## src/rtl/crpr_pkg.sv

```systemverilog
package crpr_pkg;
  typedef enum logic [1:0] {
    MODE_PLAIN  = 2'b00,
    MODE_FFIRST = 2'b01,
    MODE_RSVD   = 2'b10,
    MODE_FILTER = 2'b11
  } crpr_mode_e;

  typedef struct packed {
    logic is_filter;
    logic is_rsvd;
  } crpr_dec_t;
endpackage

```

## src/rtl/crpr_decode.sv

```systemverilog
module crpr_decode
  import crpr_pkg::*;
(
  input  logic [1:0] mode,
  output crpr_dec_t  dec
);
  always_comb begin
    dec.is_filter = (crpr_mode_e'(mode) == MODE_FILTER);
    dec.is_rsvd   = (crpr_mode_e'(mode) == MODE_RSVD);
  end
endmodule

```

## src/rtl/crpr_eval.sv

```systemverilog
module crpr_eval
  import crpr_pkg::*;
#(
  parameter int FIELD_W = 4,
  localparam int SEL_W = $clog2(FIELD_W)
) (
  input  crpr_dec_t          dec,
  input  logic               pred,
  input  logic               zero_fill,
  input  logic               fill_val,
  input  logic               inv,
  input  logic [SEL_W-1:0]   bit_sel,
  input  logic               bit_form,
  input  logic [FIELD_W-1:0] res_field,
  input  logic               res_bit,
  output logic               en_d,
  output logic [FIELD_W-1:0] data_d,
  output logic               single_d,
  output logic               illegal_d
);
  logic [FIELD_W-1:0] fill_vec;
  logic               tested;

  // replicated fill for field form
  for (genvar g = 0; g < FIELD_W; g++) begin : g_fill
    assign fill_vec[g] = fill_val;
  end

  always_comb begin
    tested    = bit_form ? res_bit : res_field[bit_sel];
    en_d      = 1'b0;
    data_d    = '0;
    single_d  = bit_form;
    illegal_d = dec.is_rsvd;
    if (!dec.is_rsvd) begin
      if (!pred) begin
        if (dec.is_filter && zero_fill) begin
          en_d   = 1'b1;
          data_d = bit_form ? {{(FIELD_W-1){1'b0}}, fill_val} : fill_vec;
        end
      end else begin
        en_d   = dec.is_filter ? (tested == inv) : 1'b1;
        data_d = bit_form ? {{(FIELD_W-1){1'b0}}, res_bit} : res_field;
      end
    end
  end
endmodule

```

## src/rtl/crpr_filter.sv

```systemverilog
module crpr_filter
  import crpr_pkg::*;
#(
  parameter int FIELD_W = 4,
  localparam int SEL_W = $clog2(FIELD_W)
) (
  input  logic               clk,
  input  logic               rst,
  input  logic [1:0]         mode,
  input  logic               zero_fill,
  input  logic               fill_val,
  input  logic               inv,
  input  logic [SEL_W-1:0]   bit_sel,
  input  logic               bit_form,
  input  logic               in_valid,
  output logic               in_ready,
  input  logic               pred,
  input  logic [FIELD_W-1:0] res_field,
  input  logic               res_bit,
  output logic               wr_en,
  output logic [FIELD_W-1:0] wr_data,
  output logic               wr_single,
  output logic               illegal
);
  crpr_dec_t          dec;
  logic               en_d, single_d, illegal_d;
  logic [FIELD_W-1:0] data_d;
  logic               take;

  assign take = in_valid && in_ready;

  crpr_decode u_dec (.mode(mode), .dec(dec));

  crpr_eval #(.FIELD_W(FIELD_W)) u_eval (
    .dec(dec), .pred(pred), .zero_fill(zero_fill), .fill_val(fill_val),
    .inv(inv), .bit_sel(bit_sel), .bit_form(bit_form),
    .res_field(res_field), .res_bit(res_bit),
    .en_d(en_d), .data_d(data_d), .single_d(single_d), .illegal_d(illegal_d)
  );

  always_ff @(posedge clk) begin
    if (rst) begin
      in_ready  <= 1'b0;
      wr_en     <= 1'b0;
      wr_data   <= '0;
      wr_single <= 1'b0;
      illegal   <= 1'b0;
    end else begin
      in_ready <= 1'b1;
      wr_en    <= take && en_d;
      illegal  <= take && illegal_d;
      if (take) begin
        wr_data   <= data_d;
        wr_single <= single_d;
      end
    end
  end
endmodule

```

## config.mk

```make
export PLATFORM = sky130hd
export DESIGN_NAME = crpr_filter
export DESIGN_NICKNAME = d
export VERILOG_FILES = /design/src/rtl/crpr_pkg.sv /design/src/rtl/crpr_decode.sv /design/src/rtl/crpr_eval.sv /design/src/rtl/crpr_filter.sv
export SDC_FILE = /design/constraint.sdc
export NUM_CORES = 1
export LEC_CHECK = 0
export CORE_AREA = 2 2 39 41
export CTS_BUF_LIST = sky130_fd_sc_hd__clkbuf_8
export DETAILED_ROUTE_END_ITERATION = 16
export DIE_AREA = 0 0 41 43
export PLACE_DENSITY_LB_ADDON = 0.05
export SLEW_MARGIN = 20
export SYNTH_ARGS = -nofsm -noshare
export SYNTH_HDL_FRONTEND = slang
export SYNTH_SLANG_ARGS = --single-unit
```

## constraint.sdc

```tcl
create_clock -name clk -period 1.59 [get_ports clk]
set_clock_uncertainty 0.15 [all_clocks]
set_input_delay 0.2385 -clock clk [delete_from_list [all_inputs] [get_ports clk]]
set_output_delay 0.2385 -clock clk [all_outputs]
set_load 0.01 [all_outputs]
```

# After elaboration in Yosys (flattened, before gate mapping)

Cells that the tools add are included.

Register bits: 8
Bits of input ports: 17

Magnitude comparators: 1
Equality and inequality tests: 3
Multiplexer cells: 13
Reductions and logical operators: 4

Operator list:

| operator                                                                      | count |
|---|---|
| 4-bit 2-to-1 mux                                                              | 5 |
| 1-bit 2-to-1 mux                                                              | 7 |
| 2-bit equality test (second input constant)                                   | 2 |
| 1-bit logical AND                                                             | 4 |
| 2-bit by 3-bit less-than comparator with 1-bit output (second input constant) | 1 |
| 1-bit binary-select mux with 2-bit select                                     | 1 |
| 1-bit equality test                                                           | 1 |

# Depth between registers and ports, before layout

Gate-level depths: netlist of the first run.

Depth after elaboration: 8
Depth in mapped cells: 5
Depth with buffers taken out: 4

# Cells and area by module

From an unflattened synthesis of the first run, not the netlist that was laid out.

Cells, all modules: 47
Area, all modules: 441.7 µm²

Modules (own cells, without submodules):

| module      | times used | cells an instance | area an instance (µm²) | seq. area each (µm²) |
|---|---|---|---|---|
| crpr_filter | 1          | 23                | 280.3                  | 160.2 |
| crpr_eval   | 1          | 22                | 145.1                  | 0.0 |
| crpr_decode | 1          | 2                 | 16.3                   | 0.0 |

# Least setup slack after synthesis of the first run

Ideal clock, no wire load.

Path type: register to register
Start point: register in_ready
End point: register wr_en
Library setup time: 0.081 ns
Arrival time: 1.075 ns
Required time: 1.359 ns
Setup slack: 0.285 ns
Cell stages (with the launch flop): 4
Period minus slack after synthesis: 1.305 ns
Path through: dfxtp_1 > nand2_1 > or4_1 > a41oi_1

Longest elaborated chain between the ends: 2

Ends and longest elaborated chain:

| element                | line              | source |
|---|---|---|
| start, declared        | crpr_filter.sv:16 | `output logic in_ready,` |
| start signal, assigned | crpr_filter.sv:43 | `in_ready <= 1'b0;` |
| start signal, assigned | crpr_filter.sv:49 | `in_ready <= 1'b1;` |
| 1-bit logical AND      | crpr_filter.sv:30 | `assign take = in_valid && in_ready;` |
| 1-bit logical AND      | crpr_filter.sv:50 | `wr_en <= take && en_d;` |
| end signal, assigned   | crpr_filter.sv:50 |  |
| end, declared          | crpr_filter.sv:20 | `output logic wr_en,` |

No other way between the ends.
A chain may end at the register's enable or synchronous reset.

# Worst setup path after layout of the first run

Start point: register in_ready
End point: output port in_ready

No word-level cell between the ends.

==> qor.csv, run 1 <==
metric,value,unit
syn_nets,63,
hold_viol,0,
cts_buffers,3,
finalWorstSetupSlack,89.15,ps
first_global_vias,431,
synth_seq_cells,8,
synth_top_area_cell,dfxtp_1,
powerDensity,774.3,nW/um^2
r2r_end,wr_en,
power_leakage,0.3064,nW
critical_path.max_fanout,3,
max_freq,666.3,MHz
cts_root_buf,clkbuf_8,
rows,14,
cts_hold_buf,0,
syn_inst,46,
vias_per_cell,4.642,
port-buffer-count,24,
grt_usage,0.1433,
worstPathArrival,1110,ps
grt_first_pass_wirelength,1725,um
relSlewSlack,0.8622,
design.portCount,25,
worstSetupPathType,flop to output pin,
yosysUniqueCellTypes,20,
grt_overflow,0,
post_cts_buffers,0,
hold_ws,302.4,ps
clkTransAtPathRegs,40,ps
netlist_area,391.6,sq um
cts.path.max_buffers,2,
nFillCells,143,
chipWidth,41,um
seq_area,160.2,sq um
drcViolationCount,0,
path_cells,clkdlybuf4s50_1,
drive_gt1_frac,0.1519,
syn_to_final_growth,88.50,%
ctsResizeCount,0,
timing.max_cap.violations,0,
netlist.area_leader.share,0.4089,
yosysSeqAreaShare,0.4089,
status,finished clean,
drv_slew,0,
tightest_slew,205.7,ps
yosysWarningCount,0,
clk_latency,230,ps
first_pass_iters,4,
start_kind,flop,
synthTopCellsByArea,"dfxtp_1 41%, a22oi_1 7.7%, a21oi_1 6.4%",
crit_path_end_kind,output pin,
dp_slack,-142.7,ps
routed_wirelength,1079,um
core,1384,sq um
hold_path.class,flop to flop,
crit_family,buffers and inverters,
peakVddDrop,0.0004995,V
cts_sinks,8,
final_util,0.5335,
r2r_setup_slack,290,ps
setup_viol,0,
min_period_over_period,0.9439,
wl_met3,103,um
crit_path_top_delay_cell,clkdlybuf4s50_1,
rr_worst_depth,3,
routed.top_layer,met4,
required,1200,ps
drtIter0Drc,4,
post_dp_cell_area,696.9,sq um
diodes,0,
rsz0062_at_grt,no,
syn_avg_cell_area,8.514,sq um
cp-startpoint,in_ready,
dieArea,1763,sq um
antenna_left,0,
die_y,43,um
final_cell_mix,"24 x clkdlybuf4s50_1, 8 x dfxtp_1, 8 x buf_4",
endpoint,in_ready,
crit_buf_inv,1,
worstSetupPathDepth,1,
setup_tns,0,ps
hpwl,835.3,um
route.vias.total,441,
wl_per_cell,11.36,um
finalCriticalPeriod,1501,ps
initial_core_util,0.2830,
h-tree-depth,1,
final_area,738.2,sq um
antenna_found_initial,0,
grt_max_degree,11,
nets,98,
wl_met1,483,um
cts_tree,yes,
hp-start,wr_single,
cpPeakStageDelay,550,ps
gp_congestion,0.7020,
worst_r2r_startpoint,in_ready,
layout_commonest_cell,clkdlybuf4s50_1,
multi_input_area,201.4,sq um
wl_met2,475,um
-- cell families after synthesis --
| family | count (synthesis) | share of synthesized area |
|---|---|---|
| muxes | 2 | 0.05112 |
| xor gates and xnor gates | 1 | 0.02237 |
| DFF | 8 | 0.4089 |
| and+or+nand+nor | 16 | 0.2236 |
| buffers and inverters | 6 | 0.07665 |
| AOI/OAI and AO/OA | 13 | 0.2172 |
-- worst min-delay path by stage --
stage,end,slack (ps),depth (start not counted)
final,wr_single,300,2
after global routing,wr_single,340,2
after CTS,wr_single,300,2
after detailed placement,wr_single,300,2
after global placement,wr_single,300,2
after floorplan,wr_en,210,1
-- Yosys cell counts --
library cell	n
dfxtp_1	8
a21oi_1	5
nor2_1	5
a22oi_1	4
inv_1	4
nand2_1	3
a31oi_1	2
mux2i_1	2
nand2b_1	2
a41oi_1	1
buf_6	1
clkbuf_1	1
nand3_1	1
nor2b_4	1
nor3_1	1
nor3b_1	1
o221ai_1	1
or2_1	1
or4_1	1
xor2_1	1
-- final cells by class --
cell class,count,area share
timing repair buffer,32,0.4068
sequential,8,0.2169
clock buffer,3,0.05593
inverter,4,0.02034
multi-input combinational,32,0.2729
tap,16,0.02712
-- registers in the layout (all words and copies together), names as in the netlist --
register,flops
in_ready,1
illegal,1
wr_en,1
wr_data,4
wr_single,1
-- power breakdown --
| part | total (mW) | internal (mW) | switching [mW] |
|---|---|---|---|
| logic | 0.119 | 0.0760 | 0.0433 |
| registers | 0.211 | 0.208 | 0.00305 |
| clock network | 0.241 | 0.164 | 0.0773 |
| total | 0.572 | 0.448 | 0.124 |
-- per-stage QoR --
step | std cells | total power [mW]
after floorplan | 46 | 0.2547
after global placement | 92 | 0.3345
after detailed placement | 92 | 0.3341
after CTS | 95 | 0.5833
after global routing | 95 | 0.6031
final | 95 | 0.5716
-- metal layers --
metal  vias to the layer above  GRT usage
li1                        231          -
met2                        18     0.1938
met4                         0    0.08000
met1                       190     0.2026
met3                         2    0.03141
met5                         -          0
Note: power is estimated with default switching activity, not from simulation.
==> run 2, diff against run 1 <==
--- a/config.mk
+++ b/config.mk
@@ -7,6 +7,7 @@
 export LEC_CHECK = 0
 export CORE_AREA = 2 2 39 41
 export CTS_BUF_LIST = sky130_fd_sc_hd__clkbuf_8
+export CTS_CLUSTER_DIAMETER = 120
 export DETAILED_ROUTE_END_ITERATION = 16
 export DIE_AREA = 0 0 41 43
 export PLACE_DENSITY_LB_ADDON = 0.05
==> constraint.sdc (replaced) <==
create_clock -name clk -period 1.8 [get_ports clk]
set_clock_uncertainty 0.15 [all_clocks]
set_input_delay 0.27 -clock clk [delete_from_list [all_inputs] [get_ports clk]]
set_output_delay 0.27 -clock clk [all_outputs]
set_load 0.01 [all_outputs]
==> qor.csv, run 2 (synthesized netlist as in run 1, its figures left out) <==
metric,value,unit
crit_family,buffers and inverters,
grt_overflow,0,
cts_hold_buf,0,
layout_commonest_cell,clkdlybuf4s50_1,
power_leakage,0.2919,nW
antenna_left,0,
port-buffer-count,24,
regMostFlops,wr_data,
largest_reg_flops,4,
hold_viol,0,
nets,95,
required,1380,ps
cpPeakStageDelay,550,ps
cts_buffers,3,
dp_slack,34.96,ps
clkTransAtPathRegs,40,ps
drtIter0Drc,8,
cts_tree,yes,
start_kind,flop,
hpwl,858.6,um
die_y,43,um
worst_r2r_startpoint,in_ready,
place_inst,89,
wl_per_cell,12.08,um
drcViolationCount,0,
max_freq,652.4,MHz
setup_viol,0,
rr_worst_depth,3,
drv_slew,0,
clk_latency,230,ps
path_cells,clkdlybuf4s50_1,
rows,14,
finalCriticalPeriod,1533,ps
critical_path.max_fanout,3,
grt_max_degree,11,
post_cts_buffers,0,
total_power,0.5037,mW
grt_usage,0.1439,
endpoint,in_ready,
multi_input_area,201.4,sq um
crit_path_top_delay_cell,clkdlybuf4s50_1,
syn_to_final_growth,82.75,%
worstSetupPathDepth,1,
chipWidth,41,um
crit_path_end_kind,output pin,
grt_first_pass_wirelength,1656,um
final_util,0.5172,
worstPathArrival,1110,ps
cts.path.max_buffers,2,
vias_per_cell,4.891,
rsz0062_at_grt,no,
hold_depth,2,
final_cell_mix,"24 x clkdlybuf4s50_1, 8 x dfxtp_1, 5 x nor2_1, 5 x a21oi_1, 5 x buf_4",
route.vias.total,450,
cts_sinks,8,
tightest_slew,223.0,ps
ctsResizeCount,0,
crit_buf_inv,1,
drive_gt1_frac,0.1184,
finalWorstSetupSlack,267.2,ps
diodes,0,
cp-startpoint,in_ready,
design.portCount,25,
timing.max_cap.violations,0,
h-tree-depth,1,
peakVddDrop,0.0003696,V
r2r_setup_slack,490,ps
seq_area,160.2,sq um
first_pass_iters,2,
first_global_vias,424,
worstSetupPathType,flop to output pin,
r2r_end,wr_en,
core,1384,sq um
setup_tns,0,ps
final_cell_count_no_fill,92,
nFillCells,139,
cts_root_buf,clkbuf_8,
status,finished clean,
powerDensity,703.8,nW/um^2
relSlewSlack,0.8513,
antenna_found_initial,0,
dieArea,1763,sq um
min_period_over_period,0.8515,
initial_core_util,0.2830,
routed_wirelength,1111,um
hold_path.class,flop to flop,
gp_congestion,0.6909,
run 2: how the worst min path moves through the flow:
stage / from / end
after detailed placement: wr_single / wr_single
after CTS: wr_single / wr_single
after global placement: wr_single / wr_single
final: wr_single / wr_single
after floorplan: pred / wr_en
after global routing: wr_single / wr_single
run 2: final cells by class:
type / count / area share
sequential: 8 / 0.2238
inverter: 4 / 0.02098
clock buffer: 3 / 0.05769
tap: 16 / 0.02797
timing repair buffer: 29 / 0.3881
multi-input combinational: 32 / 0.2815
run 2: stage by stage:
| stage | hold slack, ps | cell area, sq um |
|---|---|---|
| after CTS | 300.3 | 715.7 |
| after global routing | 339.3 | 715.7 |
| after floorplan | 238.8 | 391.6 |
| after detailed placement | 298.0 | 674.4 |
| final | 298.6 | 715.7 |
| after global placement | 295.9 | 674.4 |
run 2: power by group:
part	internal (mW)	total, mW	leakage (nW)	switching [mW]
logic	0.0628	0.101	0.205	0.0383
clock network	0.145	0.216	0.0216	0.0710
registers	0.184	0.187	0.0653	0.00278
run 2: layer usage:
metal | GRT usage | wire length, um | up-vias
met4 | 0.08000 | 14 | 0
li1 | - | - | 223
met2 | 0.2156 | 529 | 17
met1 | 0.1812 | 483 | 208
met5 | 0 | 0 | -
met3 | 0.03141 | 83 | 2
